<file path="src/rtl/opc_arb_pkg.sv">
package opc_arb_pkg;
  localparam int NUM_M = 4;
  localparam int IDX_W = $clog2(NUM_M);
  localparam int M_EXT  = 0;
  localparam int M_DMA1 = 1;
  localparam int M_DMA2 = 2;
  localparam int M_CPU  = 3;
  typedef logic [NUM_M-1:0] mvec_t;
  typedef logic [IDX_W-1:0] midx_t;
endpackage

</file>
<file path="src/rtl/opc_rst_sync.sv">
module opc_rst_sync #(
  parameter int STAGES = 2
) (
  input  logic clk,
  input  logic arst_n,
  output logic srst_n
);
  logic [STAGES-1:0] shreg_q;

  always_ff @(posedge clk or negedge arst_n) begin
    if (!arst_n) shreg_q <= '0;
    else         shreg_q <= {shreg_q[STAGES-2:0], 1'b1};
  end

  assign srst_n = shreg_q[STAGES-1];
endmodule

</file>
<file path="src/rtl/opc_dma_rank.sv">
module opc_dma_rank #(
  parameter int LVL_W = 3
) (
  input  logic [LVL_W-1:0] lvl_a_i,
  input  logic [LVL_W-1:0] lvl_b_i,
  output logic             b_first_o,
  output logic             tie_o
);
  // Channel b only wins on a strictly larger level; ties go to channel a.
  always_comb begin
    b_first_o = (lvl_b_i > lvl_a_i);
    tie_o     = (lvl_b_i == lvl_a_i);
  end
endmodule

</file>
<file path="src/rtl/opc_win_sel.sv">
module opc_win_sel
  import opc_arb_pkg::*;
(
  input  mvec_t req_i,
  input  logic  ch2_first_i,
  output mvec_t win_o
);
  midx_t order [NUM_M];
  logic  found;

  always_comb begin
    order[0] = midx_t'(M_EXT);
    order[1] = ch2_first_i ? midx_t'(M_DMA2) : midx_t'(M_DMA1);
    order[2] = ch2_first_i ? midx_t'(M_DMA1) : midx_t'(M_DMA2);
    order[3] = midx_t'(M_CPU);
    win_o = '0;
    found = 1'b0;
    for (int k = 0; k < NUM_M; k++) begin
      // The CPU slot is always eligible: it is the parking owner.
      if (!found && (req_i[order[k]] || (order[k] == midx_t'(M_CPU)))) begin
        win_o[order[k]] = 1'b1;
        found = 1'b1;
      end
    end
  end
endmodule

</file>
<file path="src/rtl/opc_own_ctrl.sv">
module opc_own_ctrl
  import opc_arb_pkg::*;
(
  input  logic  clk,
  input  logic  srst_n,
  input  mvec_t req_i,
  input  mvec_t last_i,
  input  mvec_t lock_i,
  input  logic  cyc_done_i,
  input  mvec_t win_i,
  output mvec_t gnt_o,
  output logic  busy_o
);
  mvec_t gnt_q, gnt_d;
  logic  busy_q, busy_d;
  logic  own_req, own_last, own_lock;
  logic  end_op, idle_yield, arb_en;

  always_comb begin
    own_req    = |(req_i  & gnt_q);
    own_last   = |(last_i & gnt_q);
    own_lock   = |(lock_i & gnt_q);
    end_op     = cyc_done_i & own_last & ~own_lock;
    idle_yield = ~busy_q & ~own_req & ~own_lock;
    arb_en     = end_op | idle_yield;
    gnt_d      = win_i;
    if (end_op)       busy_d = 1'b0;
    else if (own_req) busy_d = 1'b1;
    else              busy_d = busy_q;
  end

  always_ff @(posedge clk or negedge srst_n) begin
    if (!srst_n)     gnt_q <= '0;
    else if (arb_en) gnt_q <= gnt_d;
  end

  always_ff @(posedge clk or negedge srst_n) begin
    if (!srst_n) busy_q <= 1'b0;
    else         busy_q <= busy_d;
  end

  assign gnt_o  = gnt_q;
  assign busy_o = busy_q | own_req;
endmodule

</file>
<file path="src/rtl/opc_bus_arbiter.sv">
module opc_bus_arbiter #(
  parameter int LVL_W       = 3,
  parameter int SYNC_STAGES = 2
) (
  input  logic             clk,
  input  logic             rst_n,
  input  logic [3:0]       req_i,
  input  logic [3:0]       last_i,
  input  logic [3:0]       lock_i,
  input  logic             cyc_done_i,
  input  logic [LVL_W-1:0] dma1_lvl_i,
  input  logic [LVL_W-1:0] dma2_lvl_i,
  output logic [3:0]       gnt_o,
  output logic             busy_o,
  output logic             cfg_err_o
);
  import opc_arb_pkg::*;

  logic  srst_n;
  logic  ch2_first;
  mvec_t win;

  opc_rst_sync #(.STAGES(SYNC_STAGES)) u_rst (
    .clk(clk), .arst_n(rst_n), .srst_n(srst_n)
  );

  opc_dma_rank #(.LVL_W(LVL_W)) u_rank (
    .lvl_a_i(dma1_lvl_i), .lvl_b_i(dma2_lvl_i),
    .b_first_o(ch2_first), .tie_o(cfg_err_o)
  );

  opc_win_sel u_sel (
    .req_i(req_i), .ch2_first_i(ch2_first), .win_o(win)
  );

  opc_own_ctrl u_own (
    .clk(clk), .srst_n(srst_n), .req_i(req_i), .last_i(last_i),
    .lock_i(lock_i), .cyc_done_i(cyc_done_i), .win_i(win),
    .gnt_o(gnt_o), .busy_o(busy_o)
  );
endmodule

</file>
<file path="config.mk">
export PLATFORM = sky130hd
export DESIGN_NAME = opc_bus_arbiter
export DESIGN_NICKNAME = d
export VERILOG_FILES = /design/src/rtl/opc_arb_pkg.sv /design/src/rtl/opc_rst_sync.sv /design/src/rtl/opc_dma_rank.sv /design/src/rtl/opc_win_sel.sv /design/src/rtl/opc_own_ctrl.sv /design/src/rtl/opc_bus_arbiter.sv
export SDC_FILE = /design/constraint.sdc
export NUM_CORES = 1
export LEC_CHECK = 0
export BUFFER_PORTS_ARGS = -buffer_cell sky130_fd_sc_hd__buf_2
export CAP_MARGIN = 20
export CELL_PAD_IN_SITES_DETAIL_PLACEMENT = 1
export CELL_PAD_IN_SITES_GLOBAL_PLACEMENT = 1
export CORE_UTILIZATION = 28
export DETAILED_ROUTE_END_ITERATION = 16
export PLACE_DENSITY = 0.82
export SYNTH_ARGS = -nofsm -noshare
export SYNTH_HDL_FRONTEND = slang
export SYNTH_SLANG_ARGS = --single-unit
</file>
<file path="constraint.sdc">
create_clock -name clk -period 1.3 [get_ports clk]
set_clock_uncertainty 0.15 [all_clocks]
set_input_delay 0.195 -clock clk [delete_from_list [all_inputs] [get_ports clk]]
set_output_delay 0.195 -clock clk [all_outputs]
set_load 0.05 [all_outputs]
</file>
==> results of run 1 <==
-- flip-flops by register name, summed over array words and instances (netlist names) --
name	cells
u_own.gnt_o	4
u_rst.shreg_q	2
u_own.busy_q	1
-- critical path, delay by kind of cell (launching register included) --
family             cells  cell delay (ns)
muxes                  1             0.31
DFF                    1             0.41
and+or+nand+nor        2             0.38
AOI/OAI and AO/OA      2             0.37
-- per-stage QoR --
step / setup slack (ns) / util / setup TNS, ns
CTS: -0.4595 / 0.5701 / -2.508
detailed placement: -0.4084 / 0.4652 / -2.032
global route: -0.4792 / 0.6000 / -2.815
global placement: -0.3599 / 0.4652 / -1.787
finish: -0.4473 / 0.6000 / -2.584
floorplan: -0.4819 / - / -2.496
-- per-layer routing --
metal  vias to the layer above  part of all wire
met5                         -                 0
met4                         0                 0
met3                         0             0.048
met2                        15              0.53
met1                       222              0.42
li1                        240                 -
-- placed cells by master, fill, tap and decap left out --
master and count:
buf_2 21, buf_4 6, buf_6 5, inv_1 4
a22oi_1 4, buf_8 4, dfrtp_2 4, mux2_4 3
clkbuf_4 3, dfrtp_1 3, a21oi_1 2, nand2_1 2
nand2b_1 2, o21ai_1 2, ha_4 2, dlygate4sd3_1 2
a222oi_1 1, and2_4 1, inv_4 1, nand3_2 1
inv_2 1, nor3_1 1, a21oi_4 1, nor2_4 1
nor2b_1 1, o41ai_4 1, a311oi_1 1, a21o_1 1
ha_1 1, clkbuf_1 1, conb_1 1
-- cell families (layout without fill, tap and decap cells) --
group	count (synthesis)	count (layout)	share of synthesized area
AND/OR/NAND/NOR	9	9	0.1261
other	1	1	0.008588
multiplexers	3	3	0.07736
adder cells (fa/ha/maj)	3	3	0.08597
buffers and inverters	6	48	0.05157
flip-flops	7	7	0.4012
AO/OA/AOI/OAI	13	13	0.2493
-- power breakdown --
| group | internal [uW] | switching, uW |
|---|---|---|
| Sequential | 291 | 54.0 |
| Clock | 117 | 74.9 |
| Combinational | 509 | 544 |
-- final timing paths --
check,start,end,slack [ns],cells past startpoint
setup / recovery,u_own.gnt_o[1]$_DFFE_PN0P_,u_own.gnt_o[3]$_DFFE_PN0P_,-0.45,5
hold / removal,rst_n,u_rst.shreg_q[0]$_DFF_PN0_,0.11,2
setup reg to reg,u_own.gnt_o[1]$_DFFE_PN0P_,u_own.gnt_o[3]$_DFFE_PN0P_,-0.45,5
hold reg to reg,u_rst.shreg_q[0]$_DFF_PN0_,u_rst.shreg_q[1]$_DFF_PN0_,0.21,0
max in group asynchronous,u_rst.shreg_q[1]$_DFF_PN0_,u_own.gnt_o[2]$_DFFE_PN0P_,0.32,1
min in group clk,req_i[0],u_own.gnt_o[0]$_DFFE_PN0P_,0.18,3
-- timing repair --
item / in CTS / in global routing
resized for setup: 23 / 7
hold buffers: 2 / 0
endpoints found under the hold margin: 7 / 0
setup buffers: 2 / 1
endpoints found under the setup margin: 10 / 10
pin swaps: 3 / 3
-- layout make-up --
cell class,instances,area (um^2)
fillers,169,553.0
multi-input cells,29,292.8
repair buffers,38,286.5
clock buffers,4,26.28
well taps,15,18.77
flip-flops and latches,7,180.2
inverters,6,25.02
==> flow_metrics.tcl, run 1 <==
set metrics [dict create \
    drv_cap 0 \
    ys.flop_type "dfrtp_1" \
    yosysTopAreaCellShare 0.4011 \
    finalSetupViolations 7 \
    initial_core_util 0.3158 \
    fin_crit_ns 1.747 \
    dieArea_um2 1721 \
    die_h_um 41.49 \
    synthTopCellsByArea "dfrtp_1 (40%), ha_1 (8.6%), mux2_2 (7.7%)" \
    synth_seq_cells 7 \
    netlist_top_cells_count "dfrtp_1 (7), inv_1 (6), a22oi_1 (4), ha_1 (3), mux2_2 (3)" \
    cp-end-kind "flip-flop" \
    power_uw 1590 \
    layout_setup_ws_ns -0.4473 \
    status "finished with violations" \
    max_freq_mhz 572.3 \
    antenna_found_initial 0 \
    via_count 477 \
    grt-ovfl-total 0 \
    arrival_ns 1.73 \
    grtUsageMet1 0.2104 \
    critical_path.cell_chain "a222oi_1 > and2_4 > a21oi_4 > nor2_4 > mux2_4" \
    io-pin-count 27 \
    grt_pass1_vias 526 \
    use_met2 0.3188 \
    critPathLaunchType "flip-flop" \
    max_stage_delay_ns 0.41 \
    dpl.hpwl_um 1127 \
    p_per_area_nw_per_um2 1916 \
    first_iter_violations 7 \
    slowest_stage "dfrtp_2" \
    drt_first_pass_iters 4 \
    hold_ws_ns 0.1126 \
    hold_path_class "in -> async" \
    clock_latency_ns 0.25 \
    root_buffer "clkbuf_4" \
    rsz0062_at_grt "true" \
    cts_tree "done" \
    path_max_fanout 3 \
    syn_area_um2 436.7 \
    synth_cells 42 \
    p_leak_uw 0.0004215 \
    wl_um 1491 \
    fp.dieW_um 41.49 \
    gp_congestion 0.7321 \
    rows 13 \
    yosys_warnings 0 \
    fin_cells 99 \
    numCtsBuffers 3 \
    grt_first_pass_wirelength_um 2325 \
    fin_nets 109 \
    ir_worst_vdd_uv 805.3 \
    post_dp_cell_area_um2 643.1 \
    use_met3 0.04783 \
    insertedDiodeCount 0 \
    async_flop_share 1.000 \
    drc_errors 0 \
    yosysTopAreaCell "dfrtp_1" \
    port_buffers 26 \
    grtUsageTotal 0.1807 \
    synthDistinctLibCells 21 \
    post_drt_wl_per_cell_um 15.06 \
    cts.clk_slew.worst_paths_ns 0.05 \
    clock_sinks 7 \
    required_ns 1.28 \
    synth.avg_cell_area_um2 10.40 \
    vias_per_cell 4.818 \
    synth.most_common_cell "dfrtp_1" \
    failed_checks "setup timing" \
    worstSetupPathType "reg -> reg" \
    core-area_um2 1383 \
    syn_nets 66 \
    yosysSeqAreaShare 0.4011 \
    busiest_layer "met2" \
    dp_cells 90 \
    area_delta_synth_final_pct 89.97 \
    drive_above_1_share 0.6548 \
    stdcell_area_um2 829.5 \
    slew_viol_final 0 \
    min_period_over_period 1.344 \
    htree_levels 1 \
    grt_max_degree 6 \
    hold_viol_final 0 \
    cts_buffer_depth 2 \
    synth_edf_count 0 \
    antenna_left 0 \
]
Note: power is estimated with default switching activity, not from simulation.
==> run 2: changes to the inputs <==
Settings changed: ABC_AREA set to 1, CORE_UTILIZATION 28 to 25, PLACE_DENSITY 0.82 to 0.8.
Clock period 1.3 ns to 1.42 ns, I/O delays scaled along.
==> flow_metrics.tcl, run 2 <==
set metrics [dict create \
    largest_reg_flops 4 \
    rows 15 \
    stdcell_area_um2 793.3 \
    rsz0062_at_grt "true" \
    slew_viol_final 0 \
    synthDistinctLibCells 16 \
    wl_um 1676 \
    cts_buffer_depth 2 \
    status "finished with violations" \
    grt-ovfl-total 0 \
    finalSetupViolations 3 \
    io-pin-count 27 \
    dieArea_um2 2128 \
    syn_nets 92 \
    antenna_found_initial 0 \
    grt_first_pass_wirelength_um 2539 \
    required_ns 1.06 \
    yosysTopAreaCellShare 0.3599 \
    dpl.hpwl_um 1182 \
    p_comb_frac 0.668 \
    cts_tree "done" \
    die_h_um 46.13 \
    numCtsBuffers 3 \
    yosys_warnings 0 \
    tns_ns -0.1315 \
    switching_share 0.5146 \
    power.internal_uw 769.9 \
    cts.clk_slew.worst_paths_ns 0.05 \
    ys.flop_type "dfrtp_1" \
    multiInputGateArea_um2 306.5 \
    core-area_um2 1783 \
    drt_first_pass_iters 3 \
    syn_area_um2 486.7 \
    post_drt_wl_per_cell_um 12.79 \
    min_path_cells 2 \
    htree_levels 1 \
    r2r_start "u_own.gnt_o[0]$_DFFE_PN0P_" \
    area_delta_synth_final_pct 62.98 \
    min_from "cyc_done_i" \
    worstSetupPathType "reg -> out" \
    r2r_setup_slack_ns -0.04 \
    port_buffers 26 \
    antenna_left 0 \
    drc_errors 0 \
    clock_sinks 7 \
    gp_congestion 0.7328 \
    fp.dieW_um 46.13 \
    fin_nets 131 \
    async_flop_share 1.000 \
    first_iter_violations 8 \
    p_per_area_nw_per_um2 1999 \
    yosysSeqAreaShare 0.3599 \
    arrival_ns 1.15 \
    fin_crit_ns 1.510 \
    netlist_top_cells_count "nand2_1 (26), inv_1 (10), dfrtp_1 (7), nand3_1 (6), nand2_2 (5)" \
    hold_path_class "in -> reg" \
    yosysTopAreaCell "dfrtp_1" \
    seq_power_share 0.213 \
    ir_worst_vdd_uv 864.0 \
    synth.avg_cell_area_um2 7.158 \
    grtUsageTotal 0.1764 \
    drive_above_1_share 0.4906 \
    max_freq_mhz 662.2 \
    critPathLaunchType "flip-flop" \
    drv_cap 0 \
    insertedDiodeCount 0 \
    path_max_fanout 2 \
    initial_core_util 0.2730 \
    vias_per_cell 4.351 \
    synth_cells 68 \
    power_switching_uw 816.2 \
    r2r-end "u_own.gnt_o[2]$_DFFE_PN0P_" \
    failed_checks "setup timing" \
    synth_seq_cells 7 \
    post_dp_cell_area_um2 653.1 \
    pwr-share-clk 0.119 \
    nFillCells 228 \
    synthTopCellsByArea "dfrtp_1 (36%), nand2_1 (20%), ha_1 (7.7%)" \
    layout_setup_ws_ns -0.09007 \
    hold_viol_final 0 \
    via_count 570 \
    cp-end-kind "output port" \
    mostFrequentLayoutCells "nand2_1 (24), buf_2 (24), inv_1 (9)" \
    root_buffer "clkbuf_4" \
    grt_max_degree 6 \
    regArea_um2 180.2 \
    hold_ws_ns 0.05023 \
    r2r_cells 8 \
    synth.most_common_cell "nand2_1" \
    hold_end "u_own.busy_q$_DFFE_PN0P_" \
    synth_edf_count 0 \
    min_period_over_period 1.063 \
    grt_pass1_vias 604 \
    clock_latency_ns 0.26 \
    p_leak_uw 0.0004480 \
]
## run 2: cell types whose count changed after synthesis, moves of 2 or more
cell and delta:
a22oi_1 -4, mux2_2 -3, nand2b_1 -2, inv_1 +4, nand2_2 +5, nand3_1 +5, nand2_1 +24
## run 2: final cells by class
class,instances,share of cell area
well taps,25,0.03943
flip-flops and latches,7,0.2271
repair buffers,34,0.2666
clock buffers,4,0.03312
multi-input cells,51,0.3864
inverters,10,0.04732
## run 2: cell families after synthesis
kind of cell | Yosys count | share of synthesized area
AND/OR/NAND/NOR | 44 | 0.4447
buffers and inverters | 10 | 0.07713
flip-flops | 7 | 0.3599
AO/OA/AOI/OAI | 3 | 0.03343
adder cells (fa/ha/maj) | 3 | 0.07713
other | 1 | 0.007705
## run 2: per-layer routing
layer	share of wire	GRT usage	wire, um	vias to the layer above
li1	-	-	-	286
met1	0.40	0.1735	664	264
met2	0.56	0.3493	939	18
met3	0.035	0.03529	58	2
met4	0.0078	0.07059	13	0
met5	0	0	0	-
## run 2: worst max-delay path by stage
| stage | startpoint | end | slack, ns | cells past startpoint |
|---|---|---|---|---|
| 2_1_floorplan | u_own.gnt_o[3]$_DFFE_PN0P_ | busy_o | -0.009 | 4 |
| 3_3_place_gp | dma1_lvl_i[2] | cfg_err_o | -0.01 | 8 |
| 3_5_place_dp | dma1_lvl_i[2] | cfg_err_o | -0.08 | 8 |
| 4_1_cts | u_own.gnt_o[1]$_DFFE_PN0P_ | busy_o | -0.1 | 5 |
| 5_1_grt | u_own.gnt_o[1]$_DFFE_PN0P_ | busy_o | -0.18 | 5 |
| 6_report | u_own.gnt_o[1]$_DFFE_PN0P_ | busy_o | -0.09 | 5 |
## run 2: stage by stage
step           std cells  worst slack [ns]  total power [uW]    util
3_3_place_gp         119          -0.01369              1131  0.3663
2_1_floorplan         68         -0.009485             945.6       -
5_1_grt              131           -0.1832              1684  0.4449
3_5_place_dp         119          -0.08375              1156  0.3663
6_report             131          -0.09007              1586  0.4449
4_1_cts              128          -0.09710              1444  0.4189
## run 2: power groups by stage
| stage | Clock [uW] | Combinational (uW) | Sequential (uW) |
|---|---|---|---|
| 5_1_grt | 203 | 1140 | 344 |
| 6_report | 189 | 1060 | 337 |
| 2_1_floorplan | 0 | 395 | 551 |
| 3_5_place_dp | 0 | 767 | 388 |
| 3_3_place_gp | 0 | 746 | 385 |
| 4_1_cts | 190 | 897 | 357 |
## run 2: critical path, stage by stage (launching register included)
cell,delay [ns]
dfrtp_2,0.41
nand2_1,0.06
nand3b_1,0.09
nor2_2,0.11
inv_1,0.06
buf_6,0.15
## run 2: what timing repair did
action,4_1_cts,5_1_grt
hold buffers,2,0
resized for setup,5,7
gates cloned,0,0
pin swaps,1,4
setup buffers,3,3
endpoints found under the hold margin,7,0
setup endpoints to repair,2,6
